[config.mk]
export PLATFORM = sky130hd
export DESIGN_NAME = sckmon_top
export DESIGN_NICKNAME = d
export VERILOG_FILES = /design/src/rtl/sckmon_pkg.sv /design/src/rtl/sckmon_refdiv.sv /design/src/rtl/sckmon_chan.sv /design/src/rtl/sckmon_top.sv
export SDC_FILE = /design/constraint.sdc
export NUM_CORES = 1
export LEC_CHECK = 0
export BUFFER_PORTS_ARGS = -buffer_cell sky130_fd_sc_hd__buf_2
export CORE_MARGIN = 3
export CORE_UTILIZATION = 45
export DETAILED_ROUTE_END_ITERATION = 8
export PLACE_DENSITY_LB_ADDON = 0.25
export SLEW_MARGIN = 5
export SYNTH_ARGS = -nofsm -noshare
export SYNTH_HDL_FRONTEND = slang
export SYNTH_HIERARCHICAL = 1
export SYNTH_SLANG_ARGS = --single-unit
[constraint.sdc]
create_clock -name clk -period 3.14 [get_ports clk]
set_input_delay 0.157 -clock clk [delete_from_list [all_inputs] [get_ports clk]]
set_output_delay 0.157 -clock clk [all_outputs]
set_load 0.02 [all_outputs]
[src/rtl/sckmon_pkg.sv]
// Package: shared constants and types of the clock absence detector.
// Assumes: nothing beyond the standard.
package sckmon_pkg;
    // Reference periods without an input edge that declare the clock absent.
    localparam int ABS_LIMIT = 8;
    localparam int CNT_W     = $clog2(ABS_LIMIT + 1);

    typedef enum logic {
        FMT_SPI   = 1'b0,
        FMT_MANCH = 1'b1
    } fmt_e;
endpackage

[src/rtl/sckmon_refdiv.sv]
// Module: reference period generator. Emits a one-cycle tick every
// (div + 1) system clock cycles. Assumes div may change at any time; a
// running count above the new value wraps at once.
module sckmon_refdiv #(
    parameter int DIV_W = 8
) (
    input  logic             clk,
    input  logic             rst_n,
    input  logic [DIV_W-1:0] div,
    output logic             tick
);
    logic [DIV_W-1:0] phase;

    assign tick = (phase >= div);

    // Free-running phase counter that wraps at the divider value.
    always_ff @(posedge clk) begin
        if (!rst_n)    phase <= '0;
        else if (tick) phase <= '0;
        else           phase <= phase + 1'b1;
    end

    // a tick is followed by a gap unless the period is one cycle.
    a_r7_tick_spacing: assert property (@(posedge clk) disable iff (!rst_n)
        (tick && div != '0) |=> (!tick || div == '0));
endmodule

[src/rtl/sckmon_chan.sv]
// Module: one channel of the absence detector. Synchronizes the serial
// clock and data, picks the monitored input by format, tracks
// synchronization, counts reference ticks since the last edge and keeps
// the sticky flag. Assumes the serial inputs are asynchronous to clk.
module sckmon_chan
    import sckmon_pkg::*;
(
    input  logic clk,
    input  logic rst_n,
    input  logic en,
    input  logic det,
    input  logic clr,
    input  fmt_e fmt,
    input  logic src_sys,
    input  logic tick,
    input  logic ser_clk,
    input  logic ser_data,
    output logic flag
);
    logic [2:0]       clk_q;
    logic [2:0]       dat_q;
    logic             edge_seen;
    logic             synced;
    logic [CNT_W-1:0] quiet;
    logic             absent;

    // Two synchronizer stages plus one history stage per input.
    always_ff @(posedge clk) begin
        if (!rst_n) begin
            clk_q <= '0;
            dat_q <= '0;
        end else begin
            clk_q <= {clk_q[1:0], ser_clk};
            dat_q <= {dat_q[1:0], ser_data};
        end
    end

    assign edge_seen = (fmt == FMT_MANCH) ? (dat_q[2] ^ dat_q[1])
                                          : (clk_q[2] ^ clk_q[1]);

    // Synchronization: set by the first edge while enabled, lost on disable.
    always_ff @(posedge clk) begin
        if (!rst_n)         synced <= 1'b0;
        else if (!en)       synced <= 1'b0;
        else if (edge_seen) synced <= 1'b1;
    end

    // Reference ticks since the last edge, saturating at the limit.
    always_ff @(posedge clk) begin
        if (!rst_n)                                   quiet <= '0;
        else if (!en || edge_seen)                    quiet <= '0;
        else if (tick && quiet != CNT_W'(ABS_LIMIT))  quiet <= quiet + 1'b1;
    end

    assign absent = det && src_sys && (quiet == CNT_W'(ABS_LIMIT));

    // Sticky flag: forced, cleared on request, or set by absence.
    always_ff @(posedge clk) begin
        if (!rst_n)                flag <= 1'b1;
        else if (!en || !synced)   flag <= 1'b1;
        else if (clr)              flag <= 1'b0;
        else if (absent)           flag <= 1'b1;
    end

    // a disabled channel shows its flag set.
    a_r4_disabled_sets: assert property (@(posedge clk) disable iff (!rst_n)
        !en |=> flag);
    // an unsynchronized channel keeps its flag set.
    a_r5_unsynced_holds: assert property (@(posedge clk) disable iff (!rst_n)
        !synced |=> flag);
    // a clear on a live channel takes effect on the next cycle.
    a_r3_clear_lands: assert property (@(posedge clk) disable iff (!rst_n)
        (en && synced && clr) |=> !flag);
    // an edge restarts the window.
    a_r6_edge_restarts: assert property (@(posedge clk) disable iff (!rst_n)
        (en && edge_seen) |=> (quiet == '0));
    // the window count never passes the limit.
    a_r6_no_overflow: assert property (@(posedge clk) disable iff (!rst_n)
        quiet <= CNT_W'(ABS_LIMIT));
endmodule

[src/rtl/sckmon_top.sv]
// Module: top of the serial input clock absence detector. Shares one
// reference divider among NCH channels and merges their gated flags into
// one interrupt. Assumes all control inputs are synchronous to clk.
module sckmon_top
    import sckmon_pkg::*;
#(
    parameter int NCH   = 4,
    parameter int DIV_W = 8
) (
    input  logic             clk,
    input  logic             rst_n,
    input  logic [NCH-1:0]   ch_en,
    input  logic [NCH-1:0]   det_en,
    input  logic [NCH-1:0]   irq_en,
    input  logic [NCH-1:0]   clr_req,
    input  logic             fmt_manch,
    input  logic             ref_from_sys,
    input  logic [DIV_W-1:0] ref_div,
    input  logic [NCH-1:0]   ser_clk,
    input  logic [NCH-1:0]   ser_data,
    output logic [NCH-1:0]   abs_flag,
    output logic             irq
);
    logic tick;
    fmt_e fmt;

    assign fmt = fmt_e'(fmt_manch);

    sckmon_refdiv #(.DIV_W(DIV_W)) u_div (
        .clk   (clk),
        .rst_n (rst_n),
        .div   (ref_div),
        .tick  (tick)
    );

    for (genvar i = 0; i < NCH; i++) begin : g_ch
        sckmon_chan u_ch (
            .clk      (clk),
            .rst_n    (rst_n),
            .en       (ch_en[i]),
            .det      (det_en[i]),
            .clr      (clr_req[i]),
            .fmt      (fmt),
            .src_sys  (ref_from_sys),
            .tick     (tick),
            .ser_clk  (ser_clk[i]),
            .ser_data (ser_data[i]),
            .flag     (abs_flag[i])
        );
    end

    // Combined interrupt of enabled, flagged channels.
    always_comb irq = |(abs_flag & det_en & irq_en);

    // no interrupt while every interrupt enable is low.
    a_r2_irq_gated: assert property (@(posedge clk) disable iff (!rst_n)
        (irq_en == '0) |-> !irq);
    // flags come out of reset set.
    a_r1_reset_flags: assert property (@(posedge clk)
        !rst_n |=> (abs_flag == {NCH{1'b1}}));
endmodule

==> results of run 1 <==
==> cell type report <==
cell class	instances	area, um^2	area share (%)
inverters	21	78.8	2.80
clock buffers	5	68.8	2.44
flip-flops and latches	56	1120	39.8
clock inverters	3	23.8	0.844
well taps	70	87.6	3.11
repair buffers	41	208	7.37
multi-input cells	166	1230	43.7
==> cell usage in the layout, fill, tap and decap left out, types with 4 or more instances in the layout <==
master and instances:
dfxtp_1 56, xor2_1 6, ha_1 17, xnor2_1 12, a31oi_1 5, nand3_1 14
nor3_1 5, a211oi_1 8, inv_1 21, o21ai_0 8, nor2_1 9, and2_1 24
o21ba_2 4, and3b_1 4, a211oi_2 4, clkbuf_8 5, mux2i_1 4, nand3b_1 4
nand2_1 14, nand4_1 4, or3_1 5, buf_2 40, o2111ai_1 4
==> path summary, 6_finish.rpt <==
| path | endpoint | slack, ns | depth (start not counted) |
|---|---|---|---|
| setup / recovery | g_ch[2].u_ch/quiet[1] | 1.02 | 8 |
| setup reg to reg | g_ch[2].u_ch/quiet[1] | 1.02 | 8 |
| hold reg to reg | g_ch[0].u_ch/flag | 0.42 | 1 |
| hold / removal | g_ch[0].u_ch/flag | 0.04 | 2 |
==> cell usage after synthesis <==
cell	count	area, um^2
or3_1	5	31.3
dfxtp_1	56	1120
and2_1	24	150
o2111ai_1	4	35.0
nand3b_1	4	30.0
or4_4	1	11.3
o21a_1	1	7.51
a21o_1	1	7.51
a211oi_2	4	50.1
o21ba_2	4	40.0
nand4_1	4	25.0
mux2i_1	4	40.0
o31ai_1	1	7.51
nor3_1	5	25.0
xnor2_1	12	105
inv_1	21	78.8
a21oi_1	2	10.0
and3_1	2	12.5
and3b_1	4	35.0
a31oi_1	5	31.3
o311ai_4	1	26.3
a21oi_4	1	16.3
xor2_1	6	52.6
nand2_1	14	52.6
nor2_1	9	33.8
ha_1	17	213
nand3_1	14	70.1
o21ai_0	8	40.0
a211oi_1	8	60.1
nand2b_1	1	6.26
==> per-stage QoR <==
stage	area, um^2	power, W
2_1_floorplan	2420	0.000814
3_3_place_gp	2730	0.000857
3_5_place_dp	2730	0.000859
4_1_cts	2820	0.00125
5_1_grt	2820	0.00129
6_report	2820	0.00123
==> logic make-up after synthesis <==
family,share of synthesized area (%)
AOI/OAI and AO/OA,13.7
xor gates and xnor gates,6.50
adders and majority gates,8.77
buffers and inverters,3.25
DFF,46.2
muxes,1.65
and+or+nand+nor,19.9
==> per-layer routing <==
metal  wire, um  vias up  GRT usage, %
met5          0        -             0
met4         25        0          4.64
met3        189        2          4.18
met2       1870       33          24.0
met1       2060      797          17.7
li1           -      939             -
==> sequential cells by signal (all words and copies together), names as in the netlist <==
| signal | cells |
|---|---|
| g_ch.u_ch/dat_q | 12 |
| u_div/phase | 8 |
| g_ch.u_ch/clk_q | 12 |
| g_ch.u_ch/flag | 4 |
| g_ch.u_ch/quiet | 16 |
| g_ch.u_ch/synced | 4 |
==> report_power, final <==
group / internal, W / leakage (nW) / switching (W) / total (W)
clock network: 0.000158 / 0.0404 / 0.000229 / 0.000388
registers: 0.000728 / 0.456 / 0.00000882 / 0.000737
logic: 0.0000503 / 0.642 / 0.0000533 / 0.000104
total: 0.000937 / 1.14 / 0.000292 / 0.00123
==> impl_metrics.csv, run 1 <==
group,metric,value,unit
run_status,status,"finished, final reports clean",
detailed_routing,wl_per_cell,11.4,um
worst_setup_path,cp_top_family,"compound AO/OA/AOI/OAI gates",
worst_setup_path,cp-end-kind,"register",
placed_design,dp_cells,354,
sta,finClkSkew,0.00863,ns
sta,hold_ws,0.0439,ns
worst_setup_path,slowest_stage,"dfxtp_1",
placed_design,pre_cts_ws,1.01,ns
clock_network,cts_inserted_buffers,5,
worst_setup_path,crit_fanout,20,
floorplanning,die_w,79.4,um
sta,post-route-period-util,67.5,%
detailed_routing,routed_via_density,4.89,
detailed_routing,drc,0,
finish,synthToLayoutAreaGrowth,16.2,%
sta,worst_pin_slew,0.540,ns
sta,rsz0062_at_grt,"false",
detailed_routing,drt-pass1-iter-count,4,
clock_network,cts_root_buf,"clkbuf_8",
synthesis,ys_ff_latch,56,
clock_network,cts_resized,0,
worst_setup_path,cp.arrival,2.34,ns
finish,nets,344,
sta,setup_viol,0,
placed_design,port_buffers,40,
sta,fin_crit,2.12,ns
sta,finalHoldViolCount,0,
clock_network,clockBufferDepth,2,
floorplanning,start_util,46.9,%
floorplanning,ios,41,
finish,fill_cells,472,
detailed_routing,drt_iter0_markers,63,
worst_setup_path,cp_cell_sequence,"ha_1 -> or3_1 -> a21oi_1 -> o31ai_2 -> buf_4 -> inv_1 -> o21ai_0 -> a211oi_1",
clock_network,cts_sinks,56,
detailed_routing,vias,1771,
clock_network,cts_tree,"built",
synthesis,avgSynthCellArea,9.98,um^2
power_and_ir_drop,p_per_area,436,nW/um^2
clock_network,clk_pin_slew_worst_paths,0.10,ns
global_routing,antenna_found_initial,0,
sta,timing.slew.headroom,62.9,%
finish,final_core_util,54.5,%
worst_setup_path,crit_start,"u_div/phase[2]",
synthesis,yosysSeqAreaShare,46.2,%
synthesis,syn_nets,296,
synthesis,ys_types,30,
flow_run,maxCapViolations,0,
global_routing,overflow,0,
placed_design,dpl.hpwl,3.12,mm
floorplanning,dieArea,6310,um^2
finish,drive_gt1_share,20.9,%
worst_setup_path,start_kind,"register",
global_routing,first_global_vias,1670,
sta,setup_ws,1.02,ns
clock_network,clk_latency,0.31,ns
worst_setup_path,critPathKind,"register to register",
hold_path,hold_path_class,"primary input to register",
sta,fin_setup_tns,0,ns
synthesis,yosys_warnings,6,
detailed_routing,drtAntennaViolNets,0,
global_routing,grt_usage,14.4,%
clock_network,htreeDepth,2,
finish,num_antenna_cells,0,
clock_network,ctsHoldBuffers,0,
floorplanning,num_rows,26,
hold_path,hold_start,"ch_en[0]",
finish,final_cells,362,
floorplanning,core,5170,um^2
worst_setup_path,slowest_delay,0.40,ns
synthesis,syn-cell-area,2420,um^2
worst_setup_path,critical_path_buf_inv_count,2,
global_routing,grt_max_degree,34,
synthesis,synthCells,243,
sta,maxClockFrequency,472,MHz
floorplanning,die_height,79.4,um
clock_network,cts_setup_buffers,0,
power_and_ir_drop,peakVddDrop,0.361,mV
global_routing,grt_pass1_wl,7.11,mm
detailed_routing,routed_wirelength,4.14,mm
placed_design,place_congestion,0.772,
sta,timing.final.max_slew_violations,0,
power_and_ir_drop,leakage,1.14,nW
worst_setup_path,rr_startpoint,"u_div/phase[2]",
worst_setup_path,crit_required,3.37,ns
Note: power is estimated with default switching activity, not from simulation.
==> inputs of run 2 (changes only) <==
==> constraint.sdc (replaced) <==
create_clock -name clk -period 1.8 [get_ports clk]
set_input_delay 0.09 -clock clk [delete_from_list [all_inputs] [get_ports clk]]
set_output_delay 0.09 -clock clk [all_outputs]
set_load 0.02 [all_outputs]
==> impl_metrics.csv, run 2 (synthesized netlist as in run 1, its figures left out) <==
group,metric,value,unit
run_status,status,"complete, but fails checks",
run_status,violations,"negative setup slack",
clock_network,htreeDepth,2,
worst_setup_path,cp-end-kind,"register",
placed_design,place_area,2860,um^2
finish,reg.largest.list,"g_ch.u_ch/quiet x16, g_ch.u_ch/clk_q x12, g_ch.u_ch/dat_q x12",
global_routing,overflow,0,
finish,final_common_cell,"dfxtp_1",
worst_setup_path,start_kind,"register",
finish,largest-register,"g_ch.u_ch/quiet",
flow_run,maxCapViolations,0,
sta,timing.final.max_slew_violations,0,
placed_design,port_buffers,40,
floorplanning,ios,41,
power_and_ir_drop,peakVddDrop,0.451,mV
sta,post-route-period-util,108,%
detailed_routing,drt-pass1-iter-count,5,
clock_network,clockBufferDepth,2,
finish,nets,372,
detailed_routing,routed_via_density,4.98,
sta,fin_setup_tns,-1.57,ns
detailed_routing,wl_per_cell,12.0,um
global_routing,first_global_vias,1835,
sta,rsz0062_at_grt,"true",
clock_network,cts_sinks,56,
clock_network,clk_latency,0.31,ns
detailed_routing,drt_iter0_markers,85,
global_routing,grt_pass1_wl,7.70,mm
floorplanning,num_rows,26,
finish,multi_input_area,1300,um^2
finish,num_antenna_cells,0,
hold_path,hold_path_class,"primary input to register",
finish,layout_common_cells,"52 x dfxtp_1, 40 x buf_2, 24 x and2_1, 21 x inv_1, 15 x ha_1",
worst_setup_path,r2r_slack,-0.14,ns
finish,final_area,3170,um^2
sta,setup_viol,22,
power_and_ir_drop,leakage,1.29,nW
worst_setup_path,crit_required,2.04,ns
clock_network,cts_tree,"built",
sta,worst_pin_slew,0.551,ns
detailed_routing,top_layer,"met4",
detailed_routing,dr_wl_met3,229,um
clock_network,cts_root_buf,"clkbuf_8",
finish,synthToLayoutAreaGrowth,30.5,%
floorplanning,dieArea,6310,um^2
placed_design,place_congestion,0.802,
detailed_routing,vias,1942,
global_routing,grt_usage,15.4,%
finish,largest_register_ffs,16,
sta,setup_ws,-0.144,ns
finish,drive_gt1_share,28.4,%
floorplanning,die_w,79.4,um
finish,regArea,1130,um^2
clock_network,cts_inserted_buffers,5,
worst_setup_path,cp.arrival,2.19,ns
finish,fill_cells,444,
sta,maxClockFrequency,514,MHz
detailed_routing,drc,0,
sta,fin_crit,1.94,ns
global_routing,grt_max_degree,25,
floorplanning,start_util,46.9,%
sta,finalHoldViolCount,0,
floorplanning,die_height,79.4,um
sta,finClkSkew,0.00467,ns
placed_design,dpl.hpwl,3.32,mm
clock_network,clk_pin_slew_worst_paths,0.10,ns
worst_setup_path,crit_fanout,20,
detailed_routing,wl_met2,2.27,mm
detailed_routing,wl_met1,2.11,mm
worst_setup_path,critPathKind,"register to register",
sta,timing.slew.headroom,62.2,%
global_routing,antenna_found_initial,0,
power_and_ir_drop,p_per_area,713,nW/um^2
detailed_routing,drtAntennaViolNets,0,
floorplanning,core,5170,um^2
detailed_routing,routed_wirelength,4.67,mm
[run 2: per-layer routing]
| metal | up-vias | global-route usage (%) |
|---|---|---|
| met3 | 6 | 3.84 |
| met1 | 897 | 18.2 |
| met2 | 43 | 27.0 |
| met5 | - | 0 |
| li1 | 996 | - |
| met4 | 0 | 5.15 |
[run 2: power by group]
| part | internal (W) | switching [W] | total (W) |
|---|---|---|---|
| Combinational | 0.000142 | 0.000116 | 0.000258 |
| Sequential | 0.00127 | 0.0000142 | 0.00129 |
| Clock | 0.000286 | 0.000428 | 0.000714 |
| Total | 0.00170 | 0.000558 | 0.00226 |
[run 2: repair_timing]
action	4_1_cts	5_1_grt
buffers inserted	1	3
gates resized for setup	4	11
endpoints found under the setup margin	16	24
hold buffers	13	0
hold endpoints to repair	12	0
pin swaps	1	4
[run 2: path summary, 6_finish.rpt]
check / depth (start not counted) / end / start
worst max-delay path: 9 / g_ch[0].u_ch/quiet[2] / u_div/phase[0]
worst min register to register: 1 / g_ch[2].u_ch/flag / g_ch[2].u_ch/synced
worst max register to register: 9 / g_ch[0].u_ch/quiet[2] / u_div/phase[0]
worst min-delay path: 2 / g_ch[0].u_ch/flag / clr_req[0]
[run 2: stage by stage]
stage	utilization, %	total power [W]	cells	hold WS, ns	setup WS [ns]
floorplan	-	0.00143	243	0.171	-0.214
global placement	55.4	0.00152	366	0.287	-0.0495
detailed placement	55.4	0.00153	366	0.294	-0.116
CTS	60.1	0.00227	388	0.00498	-0.126
global route	61.2	0.00237	390	0.00460	-0.252
finish	61.2	0.00226	390	0.0108	-0.144
[run 2: final cells by class]
cell class                 instances  area share [%]
multi-input combinational        166            41.1
timing repair buffer              69            15.0
clock inverter                     3           0.870
sequential                        56            35.6
clock buffer                       5            2.17
tap                               70            2.77
inverter                          21            2.49
[run 2: worst max-delay path, cell delays in order (launching register included)]
cell and delay [ns]:
dfxtp_2 0.34, inv_1 0.04, ha_1 0.26, nand2b_4 0.12, a21oi_4 0.06, o31ai_4 0.26
buf_12 0.19, nand2_1 0.08, or3_4 0.34, a211oi_2 0.17
